<file path="config.mk">
export PLATFORM = sky130hd
export DESIGN_NAME = apb_irq_collector
export DESIGN_NICKNAME = d
export VERILOG_FILES = /design/src/rtl/irqc_pkg.sv /design/src/rtl/irqc_rst_sync.sv /design/src/rtl/irqc_ctrl_regs.sv /design/src/rtl/irqc_gate.sv /design/src/rtl/irqc_first_set.sv /design/src/rtl/apb_irq_collector.sv
export SDC_FILE = /design/constraint.sdc
export NUM_CORES = 1
export LEC_CHECK = 0
export BUFFER_PORTS_ARGS = -buffer_cell sky130_fd_sc_hd__buf_4
export CAP_MARGIN = 10
export CORE_MARGIN = 1.5
export CORE_UTILIZATION = 59
export DETAILED_ROUTE_END_ITERATION = 8
export PLACE_DENSITY_LB_ADDON = 0.12
export SYNTH_ARGS = -nofsm -noshare
export SYNTH_HDL_FRONTEND = slang
export SYNTH_SLANG_ARGS = --single-unit
</file>
<file path="constraint.sdc">
create_clock -name pclk -period 7.3 [get_ports pclk]
set_clock_uncertainty 0.05 [all_clocks]
set_input_delay 1.46 -clock pclk [delete_from_list [all_inputs] [get_ports pclk]]
set_output_delay 1.46 -clock pclk [all_outputs]
set_load 0.005 [all_outputs]
</file>
<file path="src/rtl/irqc_pkg.sv">
package irqc_pkg;

  localparam int unsigned MAX_SRC  = 64;
  localparam int unsigned WORD_W   = 32;
  localparam int unsigned IDX_W    = $clog2(MAX_SRC);

  localparam logic [31:0] OFS_ENA_LO  = 32'h00;
  localparam logic [31:0] OFS_ENA_HI  = 32'h04;
  localparam logic [31:0] OFS_MSK_LO  = 32'h08;
  localparam logic [31:0] OFS_MSK_HI  = 32'h0C;
  localparam logic [31:0] OFS_STAT_LO = 32'h30;
  localparam logic [31:0] OFS_STAT_HI = 32'h34;
  localparam logic [31:0] OFS_FIRST   = 32'h40;

  localparam logic [31:0] IDLE_CODE   = 32'h8000_0000;

  typedef enum logic [2:0] {
    SEL_NONE,
    SEL_ENA_LO,
    SEL_ENA_HI,
    SEL_MSK_LO,
    SEL_MSK_HI,
    SEL_STAT_LO,
    SEL_STAT_HI,
    SEL_FIRST
  } reg_sel_e;

  function automatic reg_sel_e decode_offset(input logic [31:0] addr);
    reg_sel_e sel;
    case (addr)
      OFS_ENA_LO:  sel = SEL_ENA_LO;
      OFS_ENA_HI:  sel = SEL_ENA_HI;
      OFS_MSK_LO:  sel = SEL_MSK_LO;
      OFS_MSK_HI:  sel = SEL_MSK_HI;
      OFS_STAT_LO: sel = SEL_STAT_LO;
      OFS_STAT_HI: sel = SEL_STAT_HI;
      OFS_FIRST:   sel = SEL_FIRST;
      default:     sel = SEL_NONE;
    endcase
    return sel;
  endfunction

endpackage

</file>
<file path="src/rtl/irqc_rst_sync.sv">
module irqc_rst_sync (
  input  logic clk,
  input  logic rst_async_n,
  output logic rst_sync_n
);

  logic [1:0] stage_q;
  logic [1:0] stage_d;

  always_comb begin
    stage_d = {stage_q[0], 1'b1};
  end

  always_ff @(posedge clk or negedge rst_async_n) begin
    if (!rst_async_n) begin
      stage_q <= 2'b00;
    end else begin
      stage_q <= stage_d;
    end
  end

  assign rst_sync_n = stage_q[1];

endmodule

</file>
<file path="src/rtl/irqc_ctrl_regs.sv">
module irqc_ctrl_regs
  import irqc_pkg::*;
#(
  parameter int unsigned SRC_COUNT = 40
) (
  input  logic                  clk,
  input  logic                  rst_n,
  input  logic                  wr_stb,
  input  reg_sel_e              wr_sel,
  input  logic [WORD_W-1:0]     wdata,
  output logic [MAX_SRC-1:0]    ena_q,
  output logic [MAX_SRC-1:0]    msk_q
);

  for (genvar g = 0; g < MAX_SRC; g++) begin : g_bit
    localparam bit          IS_HI = (g >= WORD_W);
    localparam int unsigned POS   = g % WORD_W;
    localparam reg_sel_e    ENA_SEL = IS_HI ? SEL_ENA_HI : SEL_ENA_LO;
    localparam reg_sel_e    MSK_SEL = IS_HI ? SEL_MSK_HI : SEL_MSK_LO;

    if (g < SRC_COUNT) begin : g_store
      logic ena_r, ena_d, ena_we;
      logic msk_r, msk_d, msk_we;

      always_comb begin
        ena_we = wr_stb && (wr_sel == ENA_SEL);
        msk_we = wr_stb && (wr_sel == MSK_SEL);
        ena_d  = wdata[POS];
        msk_d  = wdata[POS];
      end

      always_ff @(posedge clk or negedge rst_n) begin
        if (!rst_n) begin
          ena_r <= 1'b0;
        end else if (ena_we) begin
          ena_r <= ena_d;
        end
      end

      always_ff @(posedge clk or negedge rst_n) begin
        if (!rst_n) begin
          msk_r <= 1'b0;
        end else if (msk_we) begin
          msk_r <= msk_d;
        end
      end

      assign ena_q[g] = ena_r;
      assign msk_q[g] = msk_r;
    end else begin : g_void
      assign ena_q[g] = 1'b0;
      assign msk_q[g] = 1'b0;
    end
  end

endmodule

</file>
<file path="src/rtl/irqc_gate.sv">
module irqc_gate
  import irqc_pkg::*;
#(
  parameter int unsigned SRC_COUNT = 40
) (
  input  logic [MAX_SRC-1:0] raw_i,
  input  logic [MAX_SRC-1:0] ena_i,
  input  logic [MAX_SRC-1:0] msk_i,
  output logic [MAX_SRC-1:0] stat_o,
  output logic               any_o
);

  for (genvar g = 0; g < MAX_SRC; g++) begin : g_line
    if (g < SRC_COUNT) begin : g_live
      assign stat_o[g] = raw_i[g] & ena_i[g] & ~msk_i[g];
    end else begin : g_dead
      assign stat_o[g] = 1'b0;
    end
  end

  assign any_o = |stat_o;

endmodule

</file>
<file path="src/rtl/irqc_first_set.sv">
module irqc_first_set
  import irqc_pkg::*;
(
  input  logic [MAX_SRC-1:0] stat_i,
  output logic [WORD_W-1:0]  first_word_o
);

  logic [IDX_W-1:0] idx;
  logic             hit;

  always_comb begin
    idx = '0;
    hit = 1'b0;
    for (int i = MAX_SRC - 1; i >= 0; i--) begin
      if (stat_i[i]) begin
        idx = IDX_W'(i);
        hit = 1'b1;
      end
    end
  end

  always_comb begin
    if (hit) begin
      first_word_o = {{(WORD_W - IDX_W){1'b0}}, idx};
    end else begin
      first_word_o = IDLE_CODE;
    end
  end

endmodule

</file>
<file path="src/rtl/apb_irq_collector.sv">
module apb_irq_collector
  import irqc_pkg::*;
#(
  parameter int unsigned SRC_COUNT = 40,
  parameter int unsigned ADDR_W    = 8
) (
  input  logic                 pclk,
  input  logic                 presetn,
  input  logic                 psel,
  input  logic                 penable,
  input  logic                 pwrite,
  input  logic [ADDR_W-1:0]    paddr,
  input  logic [31:0]          pwdata,
  output logic [31:0]          prdata,
  output logic                 pready,
  output logic                 pslverr,
  input  logic [SRC_COUNT-1:0] irq_src_i,
  output logic                 irq_o
);

  logic               rst_sync_n;
  logic [31:0]        addr_ext;
  reg_sel_e           sel;
  logic               wr_stb;
  logic [MAX_SRC-1:0] raw_ext;
  logic [MAX_SRC-1:0] ena_q;
  logic [MAX_SRC-1:0] msk_q;
  logic [MAX_SRC-1:0] fstat;
  logic               fstat_any;
  logic [31:0]        first_word;
  logic               irq_q;
  logic               irq_d;
  logic               irq_we;

  irqc_rst_sync u_rst_sync (
    .clk         (pclk),
    .rst_async_n (presetn),
    .rst_sync_n  (rst_sync_n)
  );

  always_comb begin
    addr_ext = 32'(paddr);
    sel      = decode_offset(addr_ext);
    wr_stb   = psel && penable && pwrite;
  end

  always_comb begin
    raw_ext                = '0;
    raw_ext[SRC_COUNT-1:0] = irq_src_i;
  end

  irqc_ctrl_regs #(
    .SRC_COUNT (SRC_COUNT)
  ) u_ctrl_regs (
    .clk    (pclk),
    .rst_n  (rst_sync_n),
    .wr_stb (wr_stb),
    .wr_sel (sel),
    .wdata  (pwdata),
    .ena_q  (ena_q),
    .msk_q  (msk_q)
  );

  irqc_gate #(
    .SRC_COUNT (SRC_COUNT)
  ) u_gate (
    .raw_i  (raw_ext),
    .ena_i  (ena_q),
    .msk_i  (msk_q),
    .stat_o (fstat),
    .any_o  (fstat_any)
  );

  irqc_first_set u_first_set (
    .stat_i       (fstat),
    .first_word_o (first_word)
  );

  always_comb begin
    prdata = '0;
    if (psel && !pwrite) begin
      case (sel)
        SEL_ENA_LO:  prdata = ena_q[31:0];
        SEL_ENA_HI:  prdata = ena_q[63:32];
        SEL_MSK_LO:  prdata = msk_q[31:0];
        SEL_MSK_HI:  prdata = msk_q[63:32];
        SEL_STAT_LO: prdata = fstat[31:0];
        SEL_STAT_HI: prdata = fstat[63:32];
        SEL_FIRST:   prdata = first_word;
        default:     prdata = '0;
      endcase
    end
  end

  always_comb begin
    irq_d  = fstat_any;
    irq_we = (irq_d != irq_q);
  end

  always_ff @(posedge pclk or negedge rst_sync_n) begin
    if (!rst_sync_n) begin
      irq_q <= 1'b0;
    end else if (irq_we) begin
      irq_q <= irq_d;
    end
  end

  assign irq_o   = irq_q;
  assign pready  = 1'b1;
  assign pslverr = 1'b0;

endmodule

</file>
Yosys cells after proc, flatten, opt, wreduce, memory -nomap -nowiden
Index checks and enable logic that the tools add are counted.

cells by class
  muxes and demuxes = 84
  bitwise gates (word level) = 120
  reductions and logical operators = 10
  equal/unequal tests = 14

operators with widths
  kind                                                 count
  2-to-1 mux 6 bit                                     40
  one-hot mux 32 bit (7 select lines)                  1
  AND 1 bit                                            80
  2-to-1 mux 32 bit                                    2
  2-to-1 mux 1 bit                                     40
  NOT 1 bit                                            40
  OR reduction 40 bit                                  1
  one-hot mux 3 bit (7 select lines)                   1
  equality test 8 x 4 -> 1 bit, second input constant  2
  equality test 8 x 6 -> 1 bit, second input constant  2
  equality test 3 bit, second input constant           4
  equality test 8 x 3 -> 1 bit, second input constant  1
  equality test 8 x 7 -> 1 bit, second input constant  1
  logical NOT 8 bit                                    1
  logical AND 1 bit                                    7
  equality test 3 x 2 -> 1 bit, second input constant  2
  equality test 3 x 1 -> 1 bit, second input constant  1
  logical NOT 1 bit                                    1
  != test 1 bit                                        1

storage, ports and cells
  output and inout bits = 35
  word-level logic and storage cells = 310
  register bits after elaboration = 83
  input bits = 85

Logic depth before layout (Yosys ltp)
  depth after elaboration = 45
  mapped depth = 9
  depth with buffers taken out = 7

By module
From an unflattened synthesis, not the netlist that was laid out.

unflattened totals
  cell total of the unflattened synthesis = 781
  area, all modules = 7,607.3 µm²

by module, submodules not included
  module             times used  cells an instance  seq. area each (µm²)  area each (µm²)
  irqc_ctrl_regs     1           302                2,001.9               4,129.0
  apb_irq_collector  1           185                25.0                  1,549.0
  irqc_first_set     1           173                0.0                   1,186.1
  irqc_gate          1           118                0.0                   689.4
  irqc_rst_sync      1           3                  50.0                  53.8

Worst setup path before layout
OpenSTA, ideal clock, no wires.

  kind = input port to output port
  from = input port irq_src_i[9]
  to = output port prdata[0]
  arrival = 3,136 ps
  required time = 5,790 ps
  cell stages on the path = 7
  path buffers = 0
  setup slack = 2,654 ps
  cells stage by stage = nor2b_1 -> a22o_1 -> or3_4 -> or4_4 -> and3b_4 -> o31ai_1 -> a41oi_1

between the ends
  longest elaborated chain between the ends = 15
  elaborated cells between the ends (all ways) = 25
  those cells by class = mux: 23; bitwise: 2

RTL lines
  element                                                                    RTL line                 text
  start, declared                                                            apb_irq_collector.sv:17  input logic [SRC_COUNT-1:0] irq_src_i,
  AND 1 bit * (2 in a row)                                                   irqc_gate.sv:15          assign stat_o[g] = raw_i[g] & ena_i[g] & ~msk_i[g];
  2-to-1 mux 6 bit / 2-to-1 mux 1 bit (equally long branches) (10 in a row)  irqc_first_set.sv:15     if (stat_i[i]) begin
  2-to-1 mux 32 bit *                                                        irqc_first_set.sv:23     if (hit) begin
  one-hot mux 32 bit (7 select lines) *                                      apb_irq_collector.sv:82  case (sel)
  2-to-1 mux 32 bit *                                                        apb_irq_collector.sv:81  if (psel && !pwrite) begin
  end, declared                                                              apb_irq_collector.sv:14  output logic [31:0] prdata,

Every way passes the cells marked *; elsewhere a longest branch is shown, timed or not.

Final worst setup path
  from = input port paddr[7]
  to = output port prdata[5]

between the ends
  longest elaborated chain between the ends = 5
  elaborated cells between the ends (all ways) = 17
  those cells by class = eq/ne: 13; mux: 3; reduce/logical: 1

RTL lines
  element                                                     RTL line                 text
  start, declared                                             apb_irq_collector.sv:12  input logic [ADDR_W-1:0] paddr,
  equality test 8 x 7 -> 1 bit, or another cell as far along  irqc_pkg.sv:30           case (addr)
  one-hot mux 3 bit (7 select lines) *                        irqc_pkg.sv:30
  equality test 3 bit, or another cell as far along           apb_irq_collector.sv:82
  one-hot mux 32 bit (7 select lines) *                       apb_irq_collector.sv:82
  2-to-1 mux 32 bit *                                         apb_irq_collector.sv:81

Marked as above.

==> out/results.txt <==
VDD IR max: 0.000112 V
Leak Pwr: 0.00292 uW
CTS Buf Count: 9
Post-CTS Resized: 0
PwrDens: 153 mW/mm^2
Outcome: complete, no violations
Area Growth Syn to Fin: 23.8%
Full die area: 0.00922 mm^2
Slew HR: 0.233
First-pass GRT wire length: 22800 um
Post-DP HPWL: 10500 um
Core footprint: 0.00830 mm^2
Vias in the first global route: 4772
Area of the mapped netlist: 0.00510 mm^2
Setup crit start kind: primary input
Share of layout cells above drive strength 1: 0.381
Htree depth: 3
Tcrit/Tclk final: 0.713
Endpoints failing setup: 0
Cell mode on critical path: buf_4
Setup TNS: 0 ps
Initial antenna violation count: 0
Residual DRC: 0
F_max: 192 MHz
CP peak stage delay: 590 ps
Cell family with most CP delay: simple AND/OR/NAND/NOR gates
Worst skew pair latency: 350 ps
Area of the multi-input gates: 0.00293 mm^2
Site Rows: 33
Share of flip-flops with an asynchronous set or reset: 1.00
Largest net degree at the start of global routing: 82
Register area share after synthesis: 0.407
Nets: 699
EDFF count, synth: 0
Cells after synthesis: 502
Number of hold buffers added after cts: 0
Clock root buffer: clkbuf_8
Initial DRC Count: 262
Antenna Nets Post-Route: 0
Total Routed Length: 14400 um
Horiz. Die Dim: 96.0 um
Fin. max-slew vios: 0
Worst path bufs/invs: 3
Final Hold Viols: 0
DR vias/cell: 6.46
Sequential Area: 0.00208 mm^2
Power, Total: 969 uW
Grt ovf: 0
Pre-antenna DRT Iters: 5
Worst slew pin tran: 1140 ps
CTS tree: yes
Die Y: 96.0 um
Crit end category: output port
Input/output buffers: 117
Worst Slack Setup Final: 2090 ps
Syn avg cell area: 10.2 um^2
Slowest-stage cell, CP: nor2_2
Setup Buffers After CTS: 0
Max-cap violations: 0
Unrepaired setup endpoints after global routing: false
CTS Buffer Depth: 2
Worst endpoint required time: 5790 ps
Fill cells: 604
Synth area leaders: dfrtp_1 41%, mux2_2 18%, o211ai_1 5.0%, nor2b_1 3.4%, a21oi_1 3.3%
Post-layout util: 0.761
Tmin final: 5210 ps
Top-level I/O count: 120
Dpl ws: 2130 ps
Most used DFF post-synth: dfrtp_1
N_diodes: 0
Yosys top cell area share: 0.407
FF+latch count, synth: 83
Synthesis Warnings: 0
Netlist cell types: 54
Reg clk slew, reported paths: 80 ps
Worst hold-check path type: flip-flop to flip-flop
CP Class: primary input to output port
Gpl congestion: 0.921
Initial Utilization: 0.615
Crit path max fanout: 15
Global Route Usage Sum: 0.328
Routed wire length per instance: 19.9 um
Vias: 4679
Largest area contributor in the netlist: dfrtp_1
Clock sinks: 83
Hold slack: 310 ps
Critical Path AT: 3700 ps
Cells along the critical path: buf_4 > nor4_4 > nand3_1 > nor2_2 > buf_4 > a32o_1 > a21oi_1 > a31oi_1 > buf_4
## registers in the layout (all words and copies together) (netlist names)
signal / count
u_rst_sync.stage_q: 2
irq_o: 1
u_ctrl_regs.g_bit.g_store.ena_r: 40
u_ctrl_regs.g_bit.g_store.msk_r: 40
## kinds of logic (layout without fill, tap and decap cells)
group	count (synthesis)	count (layout)	synth area share
DFF	83	83	0.407
muxes	83	83	0.182
buffers and inverters	27	143	0.0233
and+or+nand+nor	186	186	0.228
other	2	3	0.00147
AOI/OAI and AO/OA	121	121	0.158
## cell usage in the layout (no fill, tap or decap), drive strengths merged, types with 3 or more instances in the layout
| cell type | n |
|---|---|
| mux2 | 80 |
| a31oi | 8 |
| buf | 124 |
| mux2i | 3 |
| clkbuf | 11 |
| and3 | 3 |
| nor3 | 9 |
| nor4 | 3 |
| nand4 | 7 |
| nand2b | 5 |
| conb | 3 |
| nand3 | 5 |
| nor2b | 28 |
| dfrtp | 83 |
| nand2 | 44 |
| a21oi | 34 |
| o211ai | 35 |
| nand4b | 3 |
| and2 | 4 |
| a32oi | 5 |
| nor2 | 19 |
| and3b | 19 |
| inv | 3 |
| nor3b | 5 |
| bufinv | 3 |
| o21ai | 16 |
| nand3b | 21 |
## metrics by stage
step	std cells	area [um^2]
6_report	724	6320
5_1_grt	724	6320
4_1_cts	724	6320
3_5_place_dp	708	6080
3_3_place_gp	708	6080
2_1_floorplan	503	5110
## routing by layer
| layer | vias to the layer above | global-route usage | wire, um |
|---|---|---|---|
| met1 | 2303 | 0.407 | 5920 |
| met3 | 41 | 0.0671 | 1010 |
| met4 | 0 | 0.176 | 362 |
| li1 | 2111 | - | - |
| met2 | 224 | 0.535 | 7080 |
| met5 | - | 0 | 0 |
## worst reg2reg max path, delay by kind of cell (launching register included)
kind	cells	cell delay [ps]
and+or+nand+nor	4	1350
DFF	1	400
## final timing paths
path | start | to | slack (ps) | depth (start not counted)
setup / recovery | paddr[7] | prdata[5] | 2090 | 9
hold / removal | u_rst_sync.stage_q[0] | u_rst_sync.stage_q[1] | 310 | 0
setup reg to reg | u_ctrl_regs.g_bit[27].g_store.msk_r | irq_o | 5370 | 4
hold reg to reg | u_rst_sync.stage_q[0] | u_rst_sync.stage_q[1] | 310 | 0
max in group asynchronous | u_rst_sync.stage_q[1] | u_ctrl_regs.g_bit[13].g_store.ena_r | 6060 | 0
min in group asynchronous | u_rst_sync.stage_q[1] | u_ctrl_regs.g_bit[33].g_store.msk_r | 440 | 0
## area by class of cell
class	instances	area share
multi-input combinational	393	0.464
clock inverter	5	0.0162
inverter	3	0.00178
tap	105	0.0208
sequential	83	0.329
timing repair buffer	124	0.147
clock buffer	11	0.0208
## Yosys cell counts (3+ instances only)
| master | number |
|---|---|
| o211ai_1 | 34 |
| mux2i_1 | 3 |
| nor2b_1 | 28 |
| nand4_1 | 7 |
| a31oi_1 | 8 |
| nand2_1 | 44 |
| o21ai_0 | 16 |
| buf_2 | 8 |
| mux2_2 | 80 |
| nand3_1 | 5 |
| nor3_1 | 9 |
| and3b_1 | 17 |
| and3_1 | 3 |
| nand3b_1 | 21 |
| nand4b_1 | 3 |
| a21oi_1 | 34 |
| inv_1 | 3 |
| and2_1 | 4 |
| nor3b_1 | 5 |
| nand2b_1 | 5 |
| a32oi_1 | 5 |
| nor2_1 | 19 |
| dfrtp_1 | 83 |
| clkbuf_1 | 14 |
## where the power goes
part           internal, uW  total (uW)  switching [uW]  leakage, uW
clock                   227         391             163     0.000114
sequential              468         483            14.9      0.00115
combinational          53.8        95.4            41.6      0.00166
No activity file was read; power rests on OpenSTA's default activity.
